## src/rtl/tmr_ocu_pkg.sv

```systemverilog
package tmr_ocu_pkg;
   localparam int ADDR_W = 3;

   typedef enum logic [ADDR_W-1:0] {
      A_CNT_LO = 3'd0,
      A_CNT_HI = 3'd1,
      A_OCR_LO = 3'd2,
      A_OCR_HI = 3'd3,
      A_CTRL   = 3'd4,
      A_FLAG   = 3'd5
   } reg_addr_e;
endpackage

```

## src/rtl/tmr_ocu_bus.sv

```systemverilog
module tmr_ocu_bus
   import tmr_ocu_pkg::*;
#(
   parameter int DATA_W = 8,
   parameter int CNT_W  = 16,
   parameter int CS_W   = 3
) (
   input  logic              clk,
   input  logic              rst_n,
   input  logic [ADDR_W-1:0] addr_i,
   input  logic              wr_i,
   input  logic              rd_i,
   input  logic [DATA_W-1:0] wdata_i,
   output logic [DATA_W-1:0] rdata_o,
   input  logic [CNT_W-1:0]  cnt_i,
   input  logic              flag_i,
   output logic              cnt_wr_o,
   output logic [CNT_W-1:0]  cnt_wdata_o,
   output logic [CNT_W-1:0]  ocr_o,
   output logic [CS_W-1:0]   cs_o,
   output logic              ctc_o,
   output logic              flag_clr_o
);
   localparam int PAD_W = DATA_W - CS_W - 1;

   logic [DATA_W-1:0] temp_q;
   logic [CNT_W-1:0]  ocr_q;
   logic [CS_W-1:0]   cs_q;
   logic              ctc_q;

   logic wr_cnt_lo, wr_cnt_hi, wr_ocr_lo, wr_ocr_hi, wr_ctrl, rd_cnt_lo;
   assign wr_cnt_lo = wr_i && (addr_i == A_CNT_LO);
   assign wr_cnt_hi = wr_i && (addr_i == A_CNT_HI);
   assign wr_ocr_lo = wr_i && (addr_i == A_OCR_LO);
   assign wr_ocr_hi = wr_i && (addr_i == A_OCR_HI);
   assign wr_ctrl   = wr_i && (addr_i == A_CTRL);
   assign rd_cnt_lo = rd_i && (addr_i == A_CNT_LO);

   always_ff @(posedge clk) begin
      if (!rst_n) begin
         temp_q <= '0;
         ocr_q  <= '0;
         cs_q   <= '0;
         ctc_q  <= 1'b0;
      end else begin
         if (wr_cnt_hi || wr_ocr_hi)
            temp_q <= wdata_i;
         else if (rd_cnt_lo && !wr_i)
            temp_q <= cnt_i[CNT_W-1 -: DATA_W];
         if (wr_ocr_lo)
            ocr_q <= {temp_q, wdata_i};
         if (wr_ctrl) begin
            cs_q  <= wdata_i[CS_W-1:0];
            ctc_q <= wdata_i[CS_W];
         end
      end
   end

   assign cnt_wr_o    = wr_cnt_lo;
   assign cnt_wdata_o = {temp_q, wdata_i};
   assign ocr_o       = ocr_q;
   assign cs_o        = cs_q;
   assign ctc_o       = ctc_q;
   assign flag_clr_o  = wr_i && (addr_i == A_FLAG) && wdata_i[0];

   always_comb begin
      rdata_o = '0;
      if (rd_i) begin
         case (addr_i)
            A_CNT_LO: rdata_o = cnt_i[DATA_W-1:0];
            A_CNT_HI: rdata_o = temp_q;
            A_OCR_LO: rdata_o = ocr_q[DATA_W-1:0];
            A_OCR_HI: rdata_o = ocr_q[CNT_W-1 -: DATA_W];
            A_CTRL:   rdata_o = {{PAD_W{1'b0}}, ctc_q, cs_q};
            A_FLAG:   rdata_o = {{(DATA_W-1){1'b0}}, flag_i};
            default:  rdata_o = '0;
         endcase
      end
   end

   // a low-byte write commits the held high byte together with the data
   a_r3_commit: assert property (@(posedge clk) disable iff (!rst_n)
      wr_ocr_lo |=> ocr_q == {$past(temp_q), $past(wdata_i)});
   // reading the counter low byte snapshots its high byte
   a_r4_latch: assert property (@(posedge clk) disable iff (!rst_n)
      (rd_cnt_lo && !wr_i) |=> temp_q == $past(cnt_i[CNT_W-1 -: DATA_W]));
   // reserved control bits read zero
   a_r2_reserved: assert property (@(posedge clk) disable iff (!rst_n)
      (rd_i && addr_i == A_CTRL) |-> rdata_o[DATA_W-1:CS_W+1] == '0);
endmodule

```

## src/rtl/tmr_ocu_core.sv

```systemverilog
module tmr_ocu_core #(
   parameter int CNT_W  = 16,
   parameter int CS_W   = 3,
   parameter bit ACK_EN = 1'b1
) (
   input  logic             clk,
   input  logic             rst_n,
   input  logic             tick_i,
   input  logic [CS_W-1:0]  cs_i,
   input  logic             ctc_i,
   input  logic [CNT_W-1:0] ocr_i,
   input  logic             cnt_wr_i,
   input  logic [CNT_W-1:0] cnt_wdata_i,
   input  logic             flag_clr_i,
   input  logic             irq_ack_i,
   output logic [CNT_W-1:0] cnt_o,
   output logic             flag_o
);
   logic [CNT_W-1:0] cnt_q;
   logic             blk_q, flag_q, ack_eff;
   logic             run_tick, eval, hit;

   generate
      if (ACK_EN) begin : g_ack
         assign ack_eff = irq_ack_i;
      end else begin : g_no_ack
         assign ack_eff = 1'b0;
      end
   endgenerate

   assign run_tick = tick_i && (cs_i != '0);
   assign eval     = run_tick && !cnt_wr_i;
   assign hit      = eval && !blk_q && (cnt_q == ocr_i);

   always_ff @(posedge clk) begin
      if (!rst_n) begin
         cnt_q  <= '0;
         blk_q  <= 1'b0;
         flag_q <= 1'b0;
      end else begin
         if (cnt_wr_i)
            cnt_q <= cnt_wdata_i;
         else if (run_tick)
            cnt_q <= (hit && ctc_i) ? '0 : cnt_q + CNT_W'(1);

         if (cnt_wr_i)
            blk_q <= 1'b1;
         else if (run_tick)
            blk_q <= 1'b0;

         if (hit)
            flag_q <= 1'b1;
         else if (flag_clr_i || ack_eff)
            flag_q <= 1'b0;
      end
   end

   assign cnt_o  = cnt_q;
   assign flag_o = flag_q;

   // no running tick and no write leaves the counter alone
   a_r5_hold: assert property (@(posedge clk) disable iff (!rst_n)
      (!run_tick && !cnt_wr_i) |=> $stable(cnt_q));
   // a running tick without clear-on-match counts up by one
   a_r5_inc: assert property (@(posedge clk) disable iff (!rst_n)
      (eval && !ctc_i) |=> cnt_q == $past(cnt_q) + CNT_W'(1));
   // a pending block keeps a clear flag clear and prevents the clear
   a_r8_block: assert property (@(posedge clk) disable iff (!rst_n)
      (eval && blk_q && !flag_q) |=> !flag_q && cnt_q == $past(cnt_q) + CNT_W'(1));
   // a match wins over any clear in the same cycle
   a_r9_set_wins: assert property (@(posedge clk) disable iff (!rst_n)
      (eval && !blk_q && cnt_q == ocr_i) |=> flag_q);
   // a counter write always lands its value
   a_r10_write: assert property (@(posedge clk) disable iff (!rst_n)
      cnt_wr_i |=> cnt_q == $past(cnt_wdata_i) && blk_q);
endmodule

```

## src/rtl/tmr_ocu.sv

```systemverilog
module tmr_ocu
   import tmr_ocu_pkg::*;
#(
   parameter int DATA_W = 8,
   parameter int CNT_W  = 16,
   parameter int CS_W   = 3,
   parameter bit ACK_EN = 1'b1
) (
   input  logic              clk,
   input  logic              rst_n,
   input  logic              tick_i,
   input  logic [ADDR_W-1:0] bus_addr_i,
   input  logic              bus_wr_i,
   input  logic              bus_rd_i,
   input  logic [DATA_W-1:0] bus_wdata_i,
   output logic [DATA_W-1:0] bus_rdata_o,
   input  logic              irq_ack_i,
   output logic              cmp_flag_o,
   output logic              irq_o
);
   generate
      if (CNT_W != 2 * DATA_W) begin : g_bad_width
         $error("CNT_W must be twice DATA_W");
      end
      if (CS_W < 1 || CS_W > DATA_W - 2) begin : g_bad_cs
         $error("CS_W must leave room for the clear bit and one reserved bit");
      end
   endgenerate

   logic [CNT_W-1:0] cnt, cnt_wdata, ocr;
   logic [CS_W-1:0]  cs;
   logic             ctc, cnt_wr, flag_clr, flag;

   tmr_ocu_bus #(.DATA_W(DATA_W), .CNT_W(CNT_W), .CS_W(CS_W)) u_bus (
      .clk(clk), .rst_n(rst_n), .addr_i(bus_addr_i), .wr_i(bus_wr_i),
      .rd_i(bus_rd_i), .wdata_i(bus_wdata_i), .rdata_o(bus_rdata_o),
      .cnt_i(cnt), .flag_i(flag), .cnt_wr_o(cnt_wr), .cnt_wdata_o(cnt_wdata),
      .ocr_o(ocr), .cs_o(cs), .ctc_o(ctc), .flag_clr_o(flag_clr)
   );

   tmr_ocu_core #(.CNT_W(CNT_W), .CS_W(CS_W), .ACK_EN(ACK_EN)) u_core (
      .clk(clk), .rst_n(rst_n), .tick_i(tick_i), .cs_i(cs), .ctc_i(ctc),
      .ocr_i(ocr), .cnt_wr_i(cnt_wr), .cnt_wdata_i(cnt_wdata),
      .flag_clr_i(flag_clr), .irq_ack_i(irq_ack_i), .cnt_o(cnt), .flag_o(flag)
   );

   assign cmp_flag_o = flag;
   assign irq_o      = flag;

   // the flag only rises on a running tick
   a_r6_rise_on_tick: assert property (@(posedge clk) disable iff (!rst_n)
      $rose(flag) |-> $past(tick_i) && $past(cs) != '0);
   // a flag write of zero never clears the flag
   a_r9_zero_write: assert property (@(posedge clk) disable iff (!rst_n)
      (flag && bus_wr_i && bus_addr_i == A_FLAG && !bus_wdata_i[0] && !irq_ack_i) |=> flag);
endmodule

```

## config.mk

```make
export PLATFORM = sky130hd
export DESIGN_NAME = tmr_ocu
export DESIGN_NICKNAME = d
export VERILOG_FILES = /design/src/rtl/tmr_ocu_pkg.sv /design/src/rtl/tmr_ocu_bus.sv /design/src/rtl/tmr_ocu_core.sv /design/src/rtl/tmr_ocu.sv
export SDC_FILE = /design/constraint.sdc
export NUM_CORES = 1
export LEC_CHECK = 0
export ABC_AREA = 1
export BUFFER_PORTS_ARGS = -buffer_cell sky130_fd_sc_hd__buf_2
export CAP_MARGIN = 5
export CORE_ASPECT_RATIO = 1.2
export CORE_MARGIN = 10
export CORE_UTILIZATION = 55
export CTS_BUF_LIST = sky130_fd_sc_hd__clkbuf_4 sky130_fd_sc_hd__clkbuf_8
export CTS_CLUSTER_SIZE = 10
export DETAILED_ROUTE_END_ITERATION = 6
export GPL_ROUTABILITY_DRIVEN = 0
export PLACE_DENSITY = 0.83
export REMOVE_ABC_BUFFERS = 1
export SLEW_MARGIN = 10
export SYNTH_ARGS = -nofsm -noshare
export SYNTH_HDL_FRONTEND = slang
export SYNTH_SLANG_ARGS = --single-unit
```

## constraint.sdc

```tcl
create_clock -name clk -period 1.9 [get_ports clk]
set_input_delay 0.095 -clock clk [delete_from_list [all_inputs] [get_ports clk]]
set_output_delay 0.095 -clock clk [all_outputs]
set_load 0.1 [all_outputs]
```

## After elaboration in Yosys (flattened, before gate mapping)

Index checks and enable logic that the tools add are counted.

- Output and inout bits: 10
- Logic and storage cells: 49
- Input port bits: 17
- Register bits after elaboration: 46

- Multiplexer cells: 11
- Add/subtract/negate cells: 1
- Eq/ne operators: 6
- Reductions and logical operators: 24

Operators by type and width:

| operator | count |
|---|---|
| $mux 16 | 3 |
| $pmux 8 s6 | 1 |
| $mux 8 | 3 |
| $add 16x1->16 const B | 1 |
| $eq 16x16->1 | 1 |
| $logic_and 1x1->1 | 14 |
| $eq 3x2->1 const B | 2 |
| $eq 3x3->1 const B | 2 |
| $reduce_bool 2->1 | 3 |
| $mux 1 | 4 |
| $eq 3x1->1 const B | 1 |
| $logic_not 1->1 | 3 |
| $logic_not 3->1 | 1 |
| $reduce_bool 3->1 | 1 |
| $logic_or 1x1->1 | 2 |

## Depth between registers and ports, before layout

- Depth after elaboration: 10
- Gate-level depth with buffers: 11
- Mapped depth without buffers: 9

## Modules after synthesis

From an unflattened synthesis, not the netlist that was laid out.

- Cells, all modules: 539
- Area total of the unflattened synthesis: 3218.1 µm²

By module, submodules not included:

| module | sequential area each (µm²) | area an instance (µm²) | cells an instance | instances |
|---|---|---|---|---|
| tmr_ocu_bus | 560.5 | 1659.1 | 261 | 1 |
| tmr_ocu_core | 360.3 | 1551.5 | 277 | 1 |
| tmr_ocu | 0.0 | 7.5 | 1 | 1 |

## Worst setup path after synthesis

OpenSTA, ideal clock, no wires.

- Path type: register to output
- Start point: register u_core.flag_q (netlist: u_core.flag_o)
- End point: output bus_rdata_o[0]
- Arrival time: 2.481 ns
- Stages on the path, launching flop included: 5
- Slack: -0.676 ns
- Path buffers: 0
- Required time: 1.805 ns
- Cells stage by stage: dfxtp_1 nand2_1 o21ai_0 nor3_1 nor2_1

- Longest elaborated chain between the ends: 2

RTL lines:

| item | RTL line | RTL |
|---|---|---|
| start: declaration | tmr_ocu_core.sv:20 | `logic blk_q, flag_q, ack_eff;` |
| start signal: assignment | tmr_ocu_core.sv:39 | `flag_q <= 1'b0;` |
| start signal: assignment | tmr_ocu_core.sv:52 | `flag_q <= 1'b1;` |
| start signal: assignment | tmr_ocu_core.sv:54 | `flag_q <= 1'b0;` |
| $pmux 8 s6 | tmr_ocu_bus.sv:69 | `case (addr_i)` |
| $mux 8 | tmr_ocu_bus.sv:68 | `if (rd_i) begin` |
| end: declaration | tmr_ocu.sv:16 | `output logic [DATA_W-1:0] bus_rdata_o,` |

No other way between the ends.

## Worst setup path in the final report

- Start point: register u_core.cnt_q[5] (netlist: u_core.cnt_o[5])
- End point: output bus_rdata_o[5]

- Longest elaborated chain between the ends: 2

RTL lines:

| item | RTL line | RTL |
|---|---|---|
| start: declaration | tmr_ocu_core.sv:19 | `logic [CNT_W-1:0] cnt_q;` |
| start signal: assignment | tmr_ocu_core.sv:42 | `cnt_q <= cnt_wdata_i;` |
| start signal: assignment | tmr_ocu_core.sv:44 | `cnt_q <= (hit && ctc_i) ? '0 : cnt_q + CNT_W'(1);` |
| $pmux 8 s6 | tmr_ocu_bus.sv:69 |  |
| $mux 8 | tmr_ocu_bus.sv:68 |  |

No other way between the ends.

==> impl_metrics.ini <==
[synthesis]
yosys.area.top_type_share = 0.3217
synth_async_sr_flop_share = 0
syn_avg_cell_area_um2 = 6.720
syn_area_um2 = 2863
synth_cell_type_count = 32
yosysMostFrequentCell = nand2_1
yosys_warnings = 0
yosys-top-cells-count = nand2_1, inv_1, dfxtp_1
ys.flop_type = dfxtp_1
yosys-top-cells-area = dfxtp_1, nand2_1, inv_1
yosysTopAreaCell = dfxtp_1
ys_ff_latch = 46
synthCells = 426
seq_area_frac_synth = 0.3217
synth_edf_count = 0

[clock_network]
clock_latency_ps = 310
cts_setup_buffers = 0
cts_sinks = 46
root_buffer = clkbuf_8
cts_resized = 0
ctsHtreeMaxLevel = 2
path_clk_slew_ps = 90
ctsHoldBuffers = 0
clockBufferDepth = 2
cts_tree = built
cts_buffers = 5

[timing]
clock_skew_ps = 8.949
rsz0062_at_grt = no
worst_slack_ps = 150.7
slew_headroom = 0.6773
worst_hold_slack_ps = 49.07
final.period_utilization = 0.9207
worst_pin_slew_ps = 487.4
finalHoldViolCount = 0
fin_tns_setup_ps = 0
fin_crit_ps = 1749
slew_violations = 0
fmax_mhz = 571.6
setup_viol = 0

[flow_run]
cap_violations = 0

[routing]
wl_met1_um = 3244
dr.pass1.iters = 5
avgViaCountPerCell = 6.033
wl_met3_um = 890
wl_per_cell_um = 16.68
dr_wl_met2_um = 3920
drc_errors = 0
wl_um = 8526
detail-route-antenna-nets = 0
first_iter_violations = 436
via_count = 3083
top_layer = met4

[final_layout]
area_growth_pct = 12.72
post-route-util = 0.6486
fin_area_um2 = 3227
nets = 468
drive_gt1_frac = 0.1729
fillers = 447
antenna_cells = 0

[worst_setup_path]
critical_path_class = register to output port
max_stage_delay_ps = 370
cp_cell_sequence = inv_2 > o22ai_1 > a221oi_1 > nor2_1 > buf_12
rr_worst_depth = 9
crit_path_start_kind = register
crit_fanout = 7
crit_arrival_ps = 1650
crit_required_ps = 1800
critPathSlowestCell = dfxtp_1
r2r-start = u_core.cnt_o[0]
rrSetupSlack_ps = 170
endpoint_kind = output port
reg2reg_to = u_core.cnt_o[4]

[worst_hold_path]
holdPathEnd = u_core.flag_o
hp-class = input port to register
hold_path_startpoint = irq_ack_i
holdPathStages = 3

[floorplanning]
row_count = 28
dieArea_um2 = 8503
core_um2 = 4975
die_w_um = 85.86
initial_utilization = 0.5755
ioPinCount = 27
die_y_um = 99.03

[global_routing]
grt_util_all_layers = 0.1985
grt_max_degree = 20
grt_pass1_wl_um = 13910
grt_pass1_vias = 2931
overflow = 0
antenna_found_initial = 0

[placement]
hpwl_um = 6165
pre_cts_ws_ps = 246.5
port_buffers = 26
placed_area_um2 = 3132

[power]
p_int_mw = 1.402
p_per_area_nw_per_um2 = 621.0
sw_frac_of_total = 0.3005
seq_power_share = 0.511
p_clk_frac = 0.329
static-leakage-power_nw = 1.321
p_sw_mw = 0.6022
vdd_drop_max_uv = 280.0
comb_power_share = 0.160

[outcome]
outcome = completed
sequential cells by signal, indices dropped and copies added (netlist names):
| signal | flops |
|---|---|
| u_bus.ctc_o | 1 |
| u_core.cnt_o | 16 |
| u_core.blk_q | 1 |
| u_bus.cs_o | 3 |
| u_core.flag_o | 1 |
| u_bus.temp_q | 8 |
| u_bus.ocr_o | 16 |
metrics by stage:
stage          std cells  power, mW
3_3_place_gp         503      1.351
3_5_place_dp         503      1.358
4_1_cts              511      1.985
6_report             511      2.004
5_1_grt              511      2.062
2_1_floorplan        411      1.242
cell usage in the layout, fill, tap and decap left out:
master / count
nor3_1: 5
inv_1: 70
nand2_1: 74
xor2_1: 13
nor2_2: 4
a221oi_1: 4
nor2_4: 1
a21oi_1: 37
nand2_2: 3
buf_2: 19
clkbuf_8: 6
clkinv_2: 1
o21ai_0: 29
nor3_4: 1
nand4_4: 1
o21ai_1: 2
nand4_1: 2
nand3_1: 22
nor3_2: 1
ha_1: 1
a211oi_1: 5
nand3_2: 10
o211ai_1: 1
a31oi_1: 8
nand3_4: 2
dfxtp_1: 46
clkinv_1: 3
nand3b_1: 1
buf_12: 7
nor2_1: 22
inv_2: 15
clkbuf_4: 1
o22ai_1: 28
buf_4: 6
how the worst max path moves through the flow:
stage	start	to	slack, ps	depth (start not counted)
after global placement	u_core.cnt_o[8]	u_core.cnt_o[3]	290	9
final	u_core.cnt_o[5]	bus_rdata_o[5]	150	5
after detailed placement	u_core.cnt_o[8]	u_core.cnt_o[0]	250	9
after CTS	u_core.cnt_o[2]	u_core.cnt_o[4]	210	9
after global routing	u_core.cnt_o[0]	u_core.cnt_o[1]	1	9
after floorplan	u_core.flag_o	bus_rdata_o[0]	-1330	4
final cells by class:
cell class                 count  area (um^2)  share of cell area
clock buffer                   7        90.09             0.02792
sequential                    46        920.9              0.2854
multi-input combinational    277         1525              0.4727
clock inverter                 1        5.005            0.001551
tap                           60        75.07             0.02326
timing repair buffer          32        280.3             0.08686
inverter                      88        330.3              0.1024
critical path, delay by kind of cell, from the launching register on:
kind	cells	cell delay (ps)
AOI/OAI and AO/OA	2	480
buffers and inverters	2	350
DFF	1	370
and+or+nand+nor	1	150
layer usage:
layer | vias up | GRT usage
met5 | - | 0
met4 | 0 | 0.1231
met3 | 46 | 0.04695
met2 | 214 | 0.3192
met1 | 1370 | 0.2299
li1 | 1453 | -
kinds of logic (layout without fill, tap and decap cells):
family,count (synthesis),in the layout,synth area share
adders and majority gates,1,1,0.004370
and+or+nand+nor,149,149,0.2631
xor gates and xnor gates,13,13,0.03977
DFF,46,46,0.3217
AOI/OAI and AO/OA,114,114,0.2255
buffers and inverters,103,128,0.1455
power by group through the flow:
stage	Clock, mW	Sequential (mW)	Combinational (mW)
floorplan	0	1.05	0.196
global placement	0	1.04	0.306
detailed placement	0	1.05	0.312
CTS	0.648	1.02	0.314
global route	0.684	1.03	0.349
finish	0.658	1.02	0.321
(Power assumes the default switching activity.)
